[config.mk]
export PLATFORM = sky130hd
export DESIGN_NAME = spi_regslv
export DESIGN_NICKNAME = d
export VERILOG_FILES = /design/src/rtl/spi_regslv_pkg.sv /design/src/rtl/spi_regslv_sync.sv /design/src/rtl/spi_regslv_ctrl.sv /design/src/rtl/spi_regslv_tx.sv /design/src/rtl/spi_regslv.sv
export SDC_FILE = /design/constraint.sdc
export NUM_CORES = 1
export LEC_CHECK = 0
export ABC_AREA = 0
export CORE_ASPECT_RATIO = 1.25
export CORE_MARGIN = 4
export CORE_UTILIZATION = 58
export DETAILED_ROUTE_END_ITERATION = 16
export GPL_TIMING_DRIVEN = 0
export PLACE_DENSITY = 0.8
export SLEW_MARGIN = 15
export SYNTH_ARGS = -nofsm -noshare
export SYNTH_HDL_FRONTEND = slang
export SYNTH_SLANG_ARGS = --single-unit
export TNS_END_PERCENT = 50
[constraint.sdc]
create_clock -name clk -period 2.28 [get_ports clk]
set_input_delay 0.342 -clock clk [delete_from_list [all_inputs] [get_ports clk]]
set_output_delay 0.342 -clock clk [all_outputs]
set_load 0.02 [all_outputs]
[src/rtl/spi_regslv_pkg.sv]
package spi_regslv_pkg;
  localparam logic [7:0] CMD_WRITE = 8'h02;
  localparam logic [7:0] CMD_READ  = 8'h03;

  typedef enum logic [2:0] {
    PH_CMD,
    PH_ADDR,
    PH_WR,
    PH_RD,
    PH_SKIP
  } phase_e;
endpackage

[src/rtl/spi_regslv_sync.sv]
// Multi-stage synchronizer, one chain per bit, with a per-bit reset value.
module spi_regslv_sync #(
  parameter int          N       = 3,
  parameter int          STAGES  = 2,
  parameter logic [N-1:0] RST_VAL = '0
) (
  input  logic         clk,
  input  logic         rst_n,
  input  logic [N-1:0] d,
  output logic [N-1:0] q
);
  for (genvar i = 0; i < N; i++) begin : g_bit
    logic [STAGES-1:0] ff;
    always_ff @(posedge clk or negedge rst_n) begin
      if (!rst_n) ff <= {STAGES{RST_VAL[i]}};
      else        ff <= {ff[STAGES-2:0], d[i]};
    end
    assign q[i] = ff[STAGES-1];
  end
endmodule

[src/rtl/spi_regslv_ctrl.sv]
// Receive side: field framing on SCLK rising edges, address pointer,
// register-port strobes and the next word to send on a read.
module spi_regslv_ctrl
  import spi_regslv_pkg::*;
#(
  parameter int ADDR_W = 16,
  parameter int DATA_W = 16,
  parameter int CMD_W  = 8
) (
  input  logic              clk,
  input  logic              rst_n,
  input  logic              cs_n_s,
  input  logic              sclk_rise,
  input  logic              mosi_s,
  input  logic [DATA_W-1:0] mem_rdata,
  output logic [ADDR_W-1:0] mem_addr,
  output logic [DATA_W-1:0] mem_wdata,
  output logic              mem_wr_en,
  output logic              mem_rd_en,
  output logic              word_vld,
  output logic [DATA_W-1:0] word
);
  localparam int SH_W  = (ADDR_W > DATA_W) ? ADDR_W : DATA_W;
  localparam int CNT_W = $clog2(SH_W);
  localparam int CHK_W = DATA_W - CMD_W;

  phase_e            ph;
  logic [SH_W-1:0]   sh;
  logic [SH_W-1:0]   nxt;
  logic [CNT_W-1:0]  bidx;
  logic [CMD_W-1:0]  cmd_q;
  logic [ADDR_W-1:0] ptr;
  logic              rd_pend;
  logic [DATA_W-1:0] hold;

  assign nxt = {sh[SH_W-2:0], mosi_s};

  always_ff @(posedge clk or negedge rst_n) begin
    if (!rst_n) begin
      ph        <= PH_CMD;
      sh        <= '0;
      bidx      <= '0;
      cmd_q     <= '0;
      ptr       <= '0;
      rd_pend   <= 1'b0;
      hold      <= '0;
      mem_addr  <= '0;
      mem_wdata <= '0;
      mem_wr_en <= 1'b0;
      mem_rd_en <= 1'b0;
      word_vld  <= 1'b0;
      word      <= '0;
    end else begin
      mem_wr_en <= 1'b0;
      mem_rd_en <= 1'b0;
      word_vld  <= 1'b0;
      // fixed one-cycle read latency: capture the cycle after the strobe
      rd_pend   <= mem_rd_en;
      if (rd_pend) hold <= mem_rdata;

      if (cs_n_s) begin
        ph   <= PH_CMD;
        bidx <= '0;
      end else if (sclk_rise) begin
        sh   <= nxt;
        bidx <= bidx + 1'b1;
        unique case (ph)
          PH_CMD: begin
            if (bidx == CNT_W'(CMD_W-1)) begin
              cmd_q <= nxt[CMD_W-1:0];
              ph    <= PH_ADDR;
              bidx  <= '0;
            end
          end
          PH_ADDR: begin
            if (bidx == CNT_W'(ADDR_W-1)) begin
              bidx <= '0;
              if (cmd_q == CMD_W'(CMD_WRITE)) begin
                ph  <= PH_WR;
                ptr <= nxt[ADDR_W-1:0];
              end else if (cmd_q == CMD_W'(CMD_READ)) begin
                ph        <= PH_RD;
                mem_addr  <= nxt[ADDR_W-1:0];
                mem_rd_en <= 1'b1;
                ptr       <= nxt[ADDR_W-1:0] + ADDR_W'(1);
                word      <= {cmd_q, nxt[ADDR_W-1 -: CHK_W]};
                word_vld  <= 1'b1;
              end else begin
                ph <= PH_SKIP;
              end
            end
          end
          PH_WR: begin
            if (bidx == CNT_W'(DATA_W-1)) begin
              bidx      <= '0;
              mem_addr  <= ptr;
              mem_wdata <= nxt[DATA_W-1:0];
              mem_wr_en <= 1'b1;
              ptr       <= ptr + ADDR_W'(1);
            end
          end
          PH_RD: begin
            if (bidx == CNT_W'(DATA_W-1)) begin
              bidx      <= '0;
              word      <= hold;
              word_vld  <= 1'b1;
              mem_addr  <= ptr;
              mem_rd_en <= 1'b1;
              ptr       <= ptr + ADDR_W'(1);
            end
          end
          default: bidx <= '0;
        endcase
      end
    end
  end
endmodule

[src/rtl/spi_regslv_tx.sv]
// Transmit side: word load and shift on SCLK falling edges, MISO register.
module spi_regslv_tx #(
  parameter int DATA_W = 16
) (
  input  logic              clk,
  input  logic              rst_n,
  input  logic              cs_n_s,
  input  logic              sclk_fall,
  input  logic              word_vld,
  input  logic [DATA_W-1:0] word,
  input  logic              halted,
  output logic              miso
);
  logic              pend;
  logic              active;
  logic [DATA_W-1:0] nxt_w;
  logic [DATA_W-1:0] tx;

  always_ff @(posedge clk or negedge rst_n) begin
    if (!rst_n) begin
      pend   <= 1'b0;
      active <= 1'b0;
      nxt_w  <= '0;
      tx     <= '0;
      miso   <= 1'b0;
    end else begin
      if (cs_n_s) begin
        pend   <= 1'b0;
        active <= 1'b0;
      end else if (word_vld) begin
        pend  <= 1'b1;
        nxt_w <= word;
      end else if (sclk_fall) begin
        if (pend) begin
          tx     <= nxt_w;
          pend   <= 1'b0;
          active <= 1'b1;
        end else begin
          tx <= {tx[DATA_W-2:0], 1'b0};
        end
      end
      miso <= cs_n_s ? halted : (active & tx[DATA_W-1]);
    end
  end
endmodule

[src/rtl/spi_regslv.sv]
module spi_regslv #(
  parameter int ADDR_W      = 16,
  parameter int DATA_W      = 16,
  parameter int CMD_W       = 8,
  parameter int SYNC_STAGES = 2
) (
  input  logic              clk,
  input  logic              rst_n,
  input  logic              spi_sclk,
  input  logic              spi_cs_n,
  input  logic              spi_mosi,
  output logic              spi_miso,
  input  logic              core_halted,
  output logic [ADDR_W-1:0] mem_addr,
  output logic [DATA_W-1:0] mem_wdata,
  output logic              mem_wr_en,
  output logic              mem_rd_en,
  input  logic [DATA_W-1:0] mem_rdata
);
  logic       sclk_s, cs_n_s, mosi_s, sclk_d;
  logic       sclk_rise, sclk_fall;
  logic       word_vld;
  logic [DATA_W-1:0] word;

  // bit order {mosi, cs_n, sclk}; chip select resets to deselected
  spi_regslv_sync #(.N(3), .STAGES(SYNC_STAGES), .RST_VAL(3'b010)) u_sync (
    .clk   (clk),
    .rst_n (rst_n),
    .d     ({spi_mosi, spi_cs_n, spi_sclk}),
    .q     ({mosi_s, cs_n_s, sclk_s})
  );

  always_ff @(posedge clk or negedge rst_n) begin
    if (!rst_n) sclk_d <= 1'b0;
    else        sclk_d <= sclk_s;
  end

  assign sclk_rise = sclk_s & ~sclk_d;
  assign sclk_fall = ~sclk_s & sclk_d;

  spi_regslv_ctrl #(.ADDR_W(ADDR_W), .DATA_W(DATA_W), .CMD_W(CMD_W)) u_ctrl (
    .clk       (clk),
    .rst_n     (rst_n),
    .cs_n_s    (cs_n_s),
    .sclk_rise (sclk_rise),
    .mosi_s    (mosi_s),
    .mem_rdata (mem_rdata),
    .mem_addr  (mem_addr),
    .mem_wdata (mem_wdata),
    .mem_wr_en (mem_wr_en),
    .mem_rd_en (mem_rd_en),
    .word_vld  (word_vld),
    .word      (word)
  );

  spi_regslv_tx #(.DATA_W(DATA_W)) u_tx (
    .clk       (clk),
    .rst_n     (rst_n),
    .cs_n_s    (cs_n_s),
    .sclk_fall (sclk_fall),
    .word_vld  (word_vld),
    .word      (word),
    .halted    (core_halted),
    .miso      (spi_miso)
  );
endmodule

==> impl_summary.md <==
Status
The run finished with clean final reports.

STA
The final critical path takes up 94.3% of the cycle. The clock arrives with 0.00625 ns of skew. The post-layout minimum cycle time is 2.15 ns. The number of max-slew violations in the final report was 0. Based on the critical path, the design can be clocked at up to 465 MHz. The headroom to the max-slew limit is 55.9%. The final count of negative-setup-slack endpoints is 0. On the final layout, the worst hold slack is 0.320 ns. The final number of hold-violating endpoints came to 0.

At the pin with the least slew margin, the transition time is 0.661 ns. The final critical-path setup slack is 0.130 ns.

Setup path
Together, buffers and inverters on the worst path number 0. The biggest fanout along the worst timing path is 8. The kind of critical path is reg -> reg. The worst setup path is launched from a register.

The data required time at the worst endpoint is 2.59 ns. STA classifies the critical path endpoint as a register. Data arrives at the worst endpoint at 2.46 ns. The critical path goes through nand2b_1 -> nor2_2 -> nand4_1 -> mux2_2. The end of the worst register-to-register path is u_ctrl.cmd_q[5]$_DFFE_PN0P_. The worst reg-to-reg setup slack is 0.13 ns. The delay of the slowest cell on the worst path is 0.49 ns. In this run the critical register-to-register path is launched from sclk_d$_DFF_PN0_. The number of cells on the worst reg-to-reg path is 4. The slowest stage of the critical path is the nand4_1 cell. Grouping stages by cell kind, the critical path spends the most delay in simple AND/OR/NAND/NOR gates.

Synth
Synthesis produced a netlist with a net count of 646. After synthesis the netlist holds a flip-flop and latch count of 155. For this run, the register share of the synthesized area comes to 55.0%.

Synthesis instantiated 60 different standard cells from the library. Counting flops with a built-in enable in the synthesized netlist gives 0. The count of yosys warnings during synthesis is 0. In the synthesized netlist, the number of instances is 621. A synthesized cell averages 11.4 um2. After synthesis the cells add up to 7060 um2.

The async set-reset flop share out of synthesis is 100%. The most used flip-flop cell after synthesis is dfrtp_1.

Clocking
The clock insertion delay at the later pin of the skew report is 0.43 ns. In this run the clock root is driven by a clkbuf_16. The H-tree was split into 4 levels. The clock passes through at most 2 buffers. TritonCTS built the clock tree.

The clock net sink count is 155. Counting the buffers created by CTS gives 17. Clock-pin slew was measured on the worst setup and hold paths at 0.06 ns.

Routing
Before antenna repair, the detailed router went through 5 iterations. The remaining routing DRC violations is 0. The number of nets with antenna violations after routing is 0. The wire length after detailed routing is 16.6 mm. After detailed routing, the number of vias per cell comes to 5.89. After detailed routing, the average wire length per cell comes to 19.0 um. The count of routing violations after the opening detailed-route iteration is 331. The routed via count is 5132.

Hold path
For hold timing, the worst endpoint is u_sync.g_bit[1].ff[0]$_DFF_PN1_. The start point of the worst min-delay path is spi_cs_n. The worst hold path class is in -> reg. The hold path depth is 1.

Place
In this run, placement finished with an instance count of 839. The number of port buffers is 56. OpenSTA, run right after detailed placement, puts the worst setup slack at -0.161 ns. The global placement routability congestion is 0.898. Summed over all nets, the half-perimeter wirelength after detailed placement is 11.4 mm. The cell area after placement is 7850 um2.

Final layout
The area growth from synthesis to layout is 20.7%. In the final design database the tool counted 724 nets. The area of all placed cells without fillers is 8520 um2. The fraction of final layout cells sized beyond drive strength 1 is 17.4%. The final cell count without fillers is 872. The antenna cell count is 0. The share of the core filled with cells is 72.3%.

Pwr
The proportion of power drawn by flip-flops and latches is 45.0%. In this run switching power makes up 23.5% of total power. The share of power burned in the clock network is 45.5%. The cell-internal power is 0.00514 W.

The maximum VDD drop is 545 uV. For this design the static power due to leakage is 3.84 nW. The reported net switching power is 0.00157 W. The logic gate share of total power is 9.5%. The power density of the placed cells is 787 nW/um2.

GRT
Global routing consumed, over all layers together, 25.4% of the routing resources. The via count of the first global-routing pass is 5402. The initial antenna violation count is 0. The total congestion overflow after global routing is 0.

Entering global routing, the biggest net connects 97 pins. The first global-routing pass estimated 28.1 mm of wire.

Die
The number of top-level pins is 57. Measured along the x axis, the die boundary spans 107 um. The die covers 14000 um2. For this configuration, the core starts out at a cell density of 59.9%. In this run the standard cell core region covers 11800 um2.

The number of cell rows is 44. The die height is 131 um.

Flow run
The max-capacitance violation count is 0.
kinds of logic (layout without fill, tap and decap cells):
family | count (synthesis) | after routing | synth area share, %
flip-flops | 155 | 155 | 55.0
AND/OR/NAND/NOR | 174 | 174 | 12.4
multiplexers | 112 | 112 | 17.2
AO/OA/AOI/OAI | 115 | 115 | 9.77
XOR/XNOR | 15 | 15 | 1.86
buffers and inverters | 47 | 137 | 3.28
adder cells (fa/ha/maj) | 3 | 3 | 0.532
metal layers:
layer	GRT usage [%]	vias to the layer above	wire length, um
li1	-	2372	-
met1	32.7	2547	6840
met2	41.9	184	8500
met3	5.15	29	794
met5	0	-	0
met4	10.8	0	453
sequential cells by signal, summed over array words and instances (netlist names):
| register | flops |
|---|---|
| u_ctrl.ph | 3 |
| u_ctrl.word | 16 |
| sclk_d | 1 |
| u_ctrl.cmd_q | 8 |
| u_tx.nxt_w | 16 |
| u_sync.g_bit.ff | 6 |
| u_ctrl.ptr | 16 |
| u_tx.active | 1 |
| u_tx.tx | 16 |
| u_ctrl.bidx | 4 |
| u_tx.pend | 1 |
| u_ctrl.mem_wr_en | 1 |
| u_ctrl.hold | 16 |
| u_ctrl.mem_addr | 16 |
| u_ctrl.mem_wdata | 16 |
| u_tx.miso | 1 |
| u_ctrl.rd_pend | 1 |
| u_ctrl.word_vld | 1 |
| u_ctrl.sh | 15 |
Yosys cell counts (3+ instances only):
| library cell | count | share of area (%) |
|---|---|---|
| a211o_1 | 3 | 0.37 |
| a21oi_1 | 41 | 2.9 |
| a2bb2oi_1 | 3 | 0.37 |
| a31oi_1 | 12 | 1.1 |
| and3_1 | 8 | 0.71 |
| and4_1 | 4 | 0.50 |
| buf_1 | 4 | 0.21 |
| buf_2 | 11 | 0.78 |
| buf_4 | 6 | 0.64 |
| clkbuf_1 | 19 | 1.0 |
| dfrtp_1 | 153 | 54 |
| ha_1 | 3 | 0.53 |
| inv_1 | 5 | 0.27 |
| mux2_1 | 9 | 1.4 |
| mux2_2 | 63 | 10 |
| mux2i_1 | 40 | 5.7 |
| nand2_1 | 54 | 2.9 |
| nand2b_1 | 5 | 0.44 |
| nand3_1 | 11 | 0.78 |
| nand4_1 | 10 | 0.89 |
| nor2_1 | 52 | 2.8 |
| nor2b_1 | 4 | 0.35 |
| nor3_1 | 6 | 0.43 |
| o211ai_1 | 7 | 0.74 |
| o21ai_0 | 31 | 2.2 |
| o221ai_1 | 3 | 0.37 |
| or3_1 | 3 | 0.27 |
| xnor2_1 | 11 | 1.4 |
| xor2_1 | 4 | 0.50 |
cell type report:
class,instances,area [um2]
inverter,5,18.8
clock inverter,8,165
sequential,155,3880
buffer,42,215
clock buffer,23,468
multi-input combinational,419,2960
fill,851,3260
timing repair buffer,59,611
tap,161,201
cell usage in the layout, fill, tap and decap left out, types with 12 or more instances in the layout:
master,count
clkdlybuf4s50_1,55
a31oi_1,12
nor2_1,52
clkbuf_16,17
mux2_2,63
clkbuf_1,23
o21ai_0,30
dfrtp_1,153
nand2_1,54
mux2i_1,40
a21oi_1,41
power groups by stage:
stage	logic [W]	registers, W	clock network [W]
floorplan	0.000389	0.00301	0
detailed placement	0.000631	0.00306	0
global route	0.000708	0.00303	0.00323
CTS	0.000643	0.00302	0.00309
global placement	0.000601	0.00306	0
finish	0.000640	0.00302	0.00305
worst max-delay path by stage:
stage	slack (ns)	from	cells past startpoint	endpoint
finish	0.13	sclk_d$_DFF_PN0_	4	u_ctrl.cmd_q[5]$_DFFE_PN0P_
global route	-0.006	u_ctrl.bidx[0]$_DFFE_PN0N_	7	u_ctrl.mem_addr[10]$_DFFE_PN0P_
CTS	0.05	u_sync.g_bit[1].ff[1]$_DFF_PN1_	5	u_tx.tx[2]$_DFFE_PN0P_
detailed placement	-0.16	u_ctrl.bidx[0]$_DFFE_PN0N_	7	u_ctrl.mem_wdata[7]$_DFFE_PN0P_
global placement	-5.09	rst_n	1	u_ctrl.mem_addr[0]$_DFFE_PN0P_
floorplan	0.35	u_ctrl.bidx[0]$_DFFE_PN0N_	7	u_ctrl.mem_wdata[4]$_DFFE_PN0P_
timing repair:
action                     CTS  global route
hold endpoints to repair    57             0
gates resized for setup      0             4
hold buffers                 1             0
cloned                       0             0
buffers inserted             1             0
pin swaps                    1             0
setup endpoints to repair   16            35
per-stage QoR:
step / power [W] / TNS (ns)
floorplan: 0.00340 / 0
global placement: 0.00366 / -783.75
detailed placement: 0.00369 / -1.37
CTS: 0.00675 / 0
global route: 0.00697 / -0.00861
finish: 0.00671 / 0
(Power assumes the default switching activity.)
